**src/rtl/mstat_pkg.sv**
```systemverilog
package mstat_pkg;
  localparam int WORD_W  = 32;
  localparam int N_LINES = 4;            // order: carrier, dsr, cts, ring
  localparam int N_EVT   = N_LINES + 3;  // change flags, rx, overrun, tx
  localparam int EVT_RX  = N_LINES;
  localparam int EVT_OVR = N_LINES + 1;
  localparam int EVT_TX  = N_LINES + 2;

  // bit position of a line's level in the status word
  function automatic int lvl_pos(input int line);
    return 3 + line;
  endfunction

  // bit position of each sticky event flag in the status word
  function automatic int evt_pos(input int idx);
    case (idx)
      0:       return 18;
      1:       return 16;
      2:       return 17;
      3:       return 22;
      EVT_RX:  return 0;
      EVT_OVR: return 13;
      default: return 25;
    endcase
  endfunction

  function automatic logic [WORD_W-1:0] evt_mask();
    logic [WORD_W-1:0] m;
    m = '0;
    for (int k = 0; k < N_EVT; k++) m[evt_pos(k)] = 1'b1;
    return m;
  endfunction

  function automatic logic [WORD_W-1:0] used_mask();
    logic [WORD_W-1:0] m;
    m = evt_mask();
    for (int i = 0; i < N_LINES; i++) m[lvl_pos(i)] = 1'b1;
    return m;
  endfunction
endpackage

```
**src/rtl/mstat_edge.sv**
```systemverilog
module mstat_edge #(
  parameter int N = 4
) (
  input  logic         clk,
  input  logic         rst_n,
  input  logic [N-1:0] lvl_i,
  output logic [N-1:0] lvl_o,
  output logic [N-1:0] chg_o
);
  logic         armed_q, armed_d;
  logic [N-1:0] lvl_q, lvl_d;

  always_comb begin
    armed_d = 1'b1;
    lvl_d   = lvl_i;
  end

  for (genvar g = 0; g < N; g++) begin : g_line
    assign chg_o[g] = armed_q & (lvl_i[g] ^ lvl_q[g]);
  end

  always_ff @(posedge clk or negedge rst_n) begin
    if (!rst_n) begin
      armed_q <= 1'b0;
      lvl_q   <= '0;
    end else begin
      armed_q <= armed_d;
      lvl_q   <= lvl_d;
    end
  end

  assign lvl_o = lvl_q;

  // no change reported on the very first edge after reset release
  p_no_first_change_r3: assert property (@(posedge clk) disable iff (!rst_n)
    !armed_q |-> (chg_o == '0));
endmodule

```
**src/rtl/mstat_sticky.sv**
```systemverilog
module mstat_sticky #(
  parameter int W = 7
) (
  input  logic         clk,
  input  logic         rst_n,
  input  logic [W-1:0] set_i,
  input  logic [W-1:0] clr_i,
  output logic [W-1:0] q_o
);
  logic [W-1:0] q_q, q_d;
  logic         upd;

  always_comb begin
    upd = (|set_i) | (|(clr_i & q_q));
    q_d = set_i | (q_q & ~clr_i);
  end

  always_ff @(posedge clk or negedge rst_n) begin
    if (!rst_n)   q_q <= '0;
    else if (upd) q_q <= q_d;
  end

  assign q_o = q_q;

  p_set_wins_r6: assert property (@(posedge clk) disable iff (!rst_n)
    (set_i != '0) |=> ((q_o & $past(set_i)) == $past(set_i)));
  p_sticky_hold_r4: assert property (@(posedge clk) disable iff (!rst_n)
    (q_o != '0) |=> ((($past(q_o) & ~$past(clr_i)) & ~q_o) == '0));
  p_clear_r5: assert property (@(posedge clk) disable iff (!rst_n)
    ((clr_i & ~set_i) != '0) |=> ((q_o & $past(clr_i & ~set_i)) == '0));
endmodule

```
**src/rtl/mstat_irq.sv**
```systemverilog
module mstat_irq #(
  parameter int N = 4
) (
  input  logic [N-1:0] chg_i,
  input  logic         rx_evt_i,
  input  logic         tx_evt_i,
  input  logic         ms_ie_i,
  input  logic         rx_ie_i,
  input  logic         tx_ie_i,
  output logic         irq_o
);
  always_comb begin
    irq_o = (ms_ie_i & (|chg_i)) | (rx_ie_i & rx_evt_i) | (tx_ie_i & tx_evt_i);
  end
endmodule

```
**src/rtl/mstat_reg.sv**
```systemverilog
module mstat_reg
  import mstat_pkg::*;
(
  input  logic              clk,
  input  logic              rst_n,
  input  logic              dcd_i,
  input  logic              dsr_i,
  input  logic              cts_i,
  input  logic              ri_i,
  input  logic              rx_avail_i,
  input  logic              rx_ovr_i,
  input  logic              tx_empty_i,
  input  logic              wr_en_i,
  input  logic [WORD_W-1:0] wr_data_i,
  output logic [WORD_W-1:0] rd_data_o,
  input  logic              ms_ie_i,
  input  logic              rx_ie_i,
  input  logic              tx_ie_i,
  output logic              irq_o
);
  localparam logic [WORD_W-1:0] EVT_MASK  = evt_mask();
  localparam logic [WORD_W-1:0] USED_MASK = used_mask();

  logic [N_LINES-1:0] lvl_in, lvl, chg;
  logic [N_EVT-1:0]   evt_set, evt_clr, evt;
  logic               unused_wr_bits;

  assign lvl_in         = {ri_i, cts_i, dsr_i, dcd_i};
  assign unused_wr_bits = ^(wr_data_i & ~EVT_MASK);

  mstat_edge #(.N(N_LINES)) edge_i (
    .clk   (clk),
    .rst_n (rst_n),
    .lvl_i (lvl_in),
    .lvl_o (lvl),
    .chg_o (chg)
  );

  assign evt_set = {tx_empty_i, rx_ovr_i, rx_avail_i, chg};

  for (genvar k = 0; k < N_EVT; k++) begin : g_clr
    assign evt_clr[k] = wr_en_i & wr_data_i[evt_pos(k)];
  end

  mstat_sticky #(.W(N_EVT)) sticky_i (
    .clk   (clk),
    .rst_n (rst_n),
    .set_i (evt_set),
    .clr_i (evt_clr),
    .q_o   (evt)
  );

  mstat_irq #(.N(N_LINES)) irq_i (
    .chg_i    (evt[N_LINES-1:0]),
    .rx_evt_i (evt[EVT_RX]),
    .tx_evt_i (evt[EVT_TX]),
    .ms_ie_i  (ms_ie_i),
    .rx_ie_i  (rx_ie_i),
    .tx_ie_i  (tx_ie_i),
    .irq_o    (irq_o)
  );

  always_comb begin
    rd_data_o = '0;
    for (int i = 0; i < N_LINES; i++) rd_data_o[lvl_pos(i)] = lvl[i];
    for (int k = 0; k < N_EVT; k++)   rd_data_o[evt_pos(k)] = evt[k];
  end

  p_level_track_r2: assert property (@(posedge clk) disable iff (!rst_n)
    1'b1 |=> (rd_data_o[6:3] == $past(lvl_in)));
  p_unused_zero_r5: assert property (@(posedge clk) disable iff (!rst_n)
    (rd_data_o & ~USED_MASK) == '0);
  p_irq_hold_r8: assert property (@(posedge clk) disable iff (!rst_n)
    (irq_o && !wr_en_i) |=> (irq_o || !$stable({ms_ie_i, rx_ie_i, tx_ie_i})));
  p_reset_quiet_r1: assert property (@(posedge clk)
    !rst_n |-> (rd_data_o == '0 && !irq_o));
endmodule

```
**config.mk**
```make
export PLATFORM = sky130hd
export DESIGN_NAME = mstat_reg
export DESIGN_NICKNAME = d
export VERILOG_FILES = /design/src/rtl/mstat_pkg.sv /design/src/rtl/mstat_edge.sv /design/src/rtl/mstat_sticky.sv /design/src/rtl/mstat_irq.sv /design/src/rtl/mstat_reg.sv
export SDC_FILE = /design/constraint.sdc
export NUM_CORES = 1
export LEC_CHECK = 0
export ABC_AREA = 1
export BUFFER_PORTS_ARGS = -buffer_cell sky130_fd_sc_hd__buf_2
export CAP_MARGIN = 5
export CORE_MARGIN = 5
export CORE_UTILIZATION = 32
export CTS_CLUSTER_DIAMETER = 100
export CTS_CLUSTER_SIZE = 12
export DETAILED_ROUTE_END_ITERATION = 16
export PLACE_DENSITY = 0.77
export SLEW_MARGIN = 25
export SYNTH_ARGS = -nofsm -noshare
export SYNTH_HDL_FRONTEND = slang
export SYNTH_SLANG_ARGS = --single-unit
```
**constraint.sdc**
```tcl
create_clock -name clk -period 0.9 [get_ports clk]
set_input_delay 0.045 -clock clk [delete_from_list [all_inputs] [get_ports clk]]
set_output_delay 0.045 -clock clk [all_outputs]
set_load 0.005 [all_outputs]
```
==> Word level (Yosys, flattened, before mapping) <==
Index checks and enable logic that the tools add are counted.
{ "word_totals": {"regBits": 12, "inputBits": 45} }
{ "op_classes": {"bitwise": 25, "n_reduce_logical": 3} }
{ "op_table": {"columns": ["op", "count"], "rows": [
  ["$and 1x1->1", 14],
  ["$and 7x7->7", 2],
  ["$reduce_or 7->1", 2],
  ["$not 7->7", 1],
  ["$or 7x7->7", 1],
  ["$reduce_or 4->1", 1],
  ["$xor 1x1->1", 4],
  ["$or 1x1->1", 3]
]} }

==> Depth between registers and ports, before layout <==
{ "depth": {"word_depth": 4, "mapped_depth": 4, "depth_no_buf": 4} }

==> Hierarchy <==
A second synthesis with hierarchy kept.
{ "unflattened": {"cells_unflattened": 102, "hier_area_um2": 716.9} }
{ "by_module_without_submodules": {"columns": ["module", "cells_each", "n_inst", "area_per_inst_um2"], "rows": [
  ["mstat_sticky", 35, 1, 280.3],
  ["mstat_reg", 36, 1, 214.0],
  ["mstat_edge", 22, 1, 188.9],
  ["mstat_irq", 9, 1, 33.8]
]} }

==> Least setup slack after synthesis <==
OpenSTA, ideal clock, no wires.
{ "synth_timing": {"path_kind": "register to output", "start": "reg sticky_i.q_q[1], in the netlist sticky_i.q_o[1]", "end": "out irq_o", "required_time_ps": 855, "t_arrival_ps": 627, "path_slack_ps": 228, "stages_incl_launch_ff": 5, "n_path_buf": 0, "cell_sequence": "dfrtp_1 nor2_1 nand2_1 nand2_1 nand2_1"} }
{ "synth_between": {"elab_chain_len": 4} }
{ "synth_rtl": {"columns": ["element", "line_no", "rtl"], "rows": [
  ["start: declaration", "mstat_sticky.sv:10", "logic [W-1:0] q_q, q_d;"],
  ["start signal: assignment", "mstat_sticky.sv:20", "else if (upd) q_q <= q_d;"],
  ["$reduce_or 4->1", "mstat_irq.sv:13", "irq_o = (ms_ie_i & (|chg_i)) | (rx_ie_i & rx_evt_i) | (tx_ie_i & tx_evt_i);"],
  ["$and 1x1->1", "mstat_irq.sv:13", null],
  ["$or 1x1->1 (2 in series)", "mstat_irq.sv:13", null],
  ["end: declaration", "mstat_reg.sv:19", "output logic irq_o"]
]} }
No other way between the ends.

==> Worst setup path after layout <==
{ "layout_timing": {"start": "reg sticky_i.q_q[2], in the netlist sticky_i.q_o[2]", "end": "out irq_o"} }
Same word-level chain as after synthesis.

==> impl_metrics.tcl <==
set metrics [dict create \
    p_comb_frac 0.185 \
    post_cts_resized 0 \
    final_util 0.4459 \
    fmax_mhz 927.4 \
    gp_congestion 0.6724 \
    grt_pass1_vias 499 \
    die_x_um 54.83 \
    ant_nets 0 \
    ys_top_cells_by_area "dfrtp_1 (47%), buf_4 (27%), nand2_1 (15%)" \
    hp-class "input pin to flip-flop" \
    clkSlewWorstSetupHoldPaths_ns 0.07 \
    crit_arrival_ns 1.03 \
    vias 549 \
    rows 16 \
    vias_per_cell 3.786 \
    internal_power_uw 951.0 \
    core-area_sq_mm 0.001942 \
    ys_ff_latch 12 \
    grt-ovfl-total 0 \
    layoutNonFillerInstCount 145 \
    cts_tree "yes" \
    crit_path_end_kind "output port" \
    yosysTopAreaCell "dfrtp_1" \
    dieArea_sq_mm 0.003006 \
    fin_setup_tns_ns -0.2575 \
    dpl.hpwl_um 1080 \
    clock_path_buffers 2 \
    antenna_found_initial 0 \
    placed_area_sq_um 734.5 \
    drc 0 \
    outcome "complete, but fails checks" \
    syn_inst 76 \
    synth_area_per_cell_sq_um 8.462 \
    cp.required_ns 0.85 \
    powerDensity_mw_per_mm2 1457 \
    power.switching_uw 310.1 \
    synth_top_area_share 0.4669 \
    track_usage 0.09875 \
    routed_wl_um 1307 \
    yosys_warnings 0 \
    period_share 1.198 \
    seq_area_frac_synth 0.4669 \
    fill_cells 205 \
    clkPwrFrac 0.331 \
    h-tree-depth 1 \
    seq_power_share 0.484 \
    layout_min_cycle_time_ns 1.078 \
    power_leakage_uw 0.0004853 \
    die_h_um 54.83 \
    finalHoldViolCount 0 \
    dpl.cell_count 131 \
    drive_gt1_frac 0.3136 \
    first_iter_violations 4 \
    crit_type "flip-flop to output port" \
    cap_violations 0 \
    cts.sinks 12 \
    syn2layout_area_growth_pct 34.63 \
    violations "setup timing" \
    crit_path_start_kind "flip-flop" \
    rsz0062_at_grt "true" \
    grt_max_degree 13 \
    io_pins 78 \
    diodes 0 \
    wl_per_cell_um 9.014 \
    clk_latency_ns 0.27 \
    initial_core_util 0.3312 \
    drv_slew 0 \
    peakVddDrop_mv 1.127 \
    setup_slack_ns -0.1783 \
    drt_first_pass_iters 4 \
    netlist_area_sq_um 643.1 \
    p_sw_frac 0.2459 \
    final_nets 164 \
    cts-root-buf "clkbuf_4" \
    crit_fanout 3 \
    grt_pass1_wl_um 2097 \
    numCtsBuffers 3 \
    stdcell_area_sq_um 865.8 \
    setup_viol 3 \
    total_power_uw 1261 \
    synth_cell_type_count 8 \
    clock_skew_ns 0.004119 \
    portBuffers 31 \
]
## cell usage after synthesis
library cell	n
inv_1	1
conb_1	2
nand2_1	25
buf_4	23
a21o_1	3
o21ai_0	4
nor2_1	6
dfrtp_1	12
## cell families (layout without fill, tap and decap cells)
kind of cell / Yosys count / count (layout) / share of synthesized area
DFF: 12 / 12 / 0.4669
other: 2 / 22 / 0.01168
AOI/OAI and AO/OA: 7 / 7 / 0.06615
buffers and inverters: 24 / 46 / 0.2743
and+or+nand+nor: 31 / 31 / 0.1809
## layout by cell type (no fill, tap or decap)
master,instances
buf_2,31
nand2_1,25
conb_1,22
dfrtp_1,12
dlygate4sd3_1,8
nor2_1,6
o21ai_0,4
a21o_1,3
clkbuf_4,3
buf_4,2
inv_1,1
clkbuf_8,1
## per-layer routing
layer / vias up / share of wire / track usage / wire length [um]
met1: 236 / 0.36 / 0.1120 / 470
met3: 0 / 0.13 / 0.03270 / 176
met4: 0 / 0 / 0.04979 / 0
met5: - / 0 / 0 / 0
li1: 274 / - / - / -
met2: 39 / 0.50 / 0.1634 / 660
## critical path: stages (launching register included)
cell and delay (ns):
dfrtp_1 0.39, nor2_1 0.10, nand2_1 0.05, nand2_1 0.06
nand2_1 0.05, buf_2 0.12
## flip-flops by register name, summed over array words and instances, names as in the netlist
name	count
edge_i.lvl_o	4
edge_i.armed_q	1
sticky_i.q_o	7
## power by group through the flow
stage / clock [uW] / combinational [uW] / sequential [uW]
global route: 465 / 277 / 618
floorplan: 0 / 148 / 625
finish: 417 / 234 / 610
global placement: 0 / 186 / 623
detailed placement: 0 / 190 / 624
CTS: 435 / 237 / 610
## metrics by stage
step | hold WS, ns | setup slack, ns
global placement | -0.06961 | 0.07342
finish | 0.03888 | -0.1783
global route | 0.05713 | -0.3086
detailed placement | -0.06015 | 0.07616
CTS | 0.03500 | -0.2105
floorplan | -0.2506 | 0.2280
## final timing paths
check	to	from	depth (start not counted)	slack [ns]
setup / recovery	irq_o	sticky_i.q_o[2]$_DFFE_PN0P_	5	-0.18
hold / removal	sticky_i.q_o[3]$_DFFE_PN0P_	wr_data_i[22]	4	0.04
setup reg to reg	sticky_i.q_o[0]$_DFFE_PN0P_	sticky_i.q_o[0]$_DFFE_PN0P_	3	0.15
hold reg to reg	sticky_i.q_o[5]$_DFFE_PN0P_	sticky_i.q_o[5]$_DFFE_PN0P_	1	0.48
max in group asynchronous	sticky_i.q_o[1]$_DFFE_PN0P_	rst_n	2	0.51
min in group asynchronous	edge_i.armed_q$_DFF_PN0_	rst_n	2	0.17
## final cells by class
cell class / instances / area [sq um] / share of cell area
multi-input cells: 60 / 241.5 / 0.2789
repair buffers: 41 / 250.2 / 0.2890
well taps: 27 / 33.78 / 0.03902
flip-flops and latches: 12 / 300.3 / 0.3468
clock buffers: 4 / 36.28 / 0.04191
inverters: 1 / 3.754 / 0.004335
## timing repair
action                                 in CTS  in global routing
setup endpoints to repair                   1                  3
buffers inserted                            2                  0
pin swaps                                   1                  0
hold buffers                                8                  0
endpoints found under the hold margin      19                  0
Power figures use the tool's default switching activity.
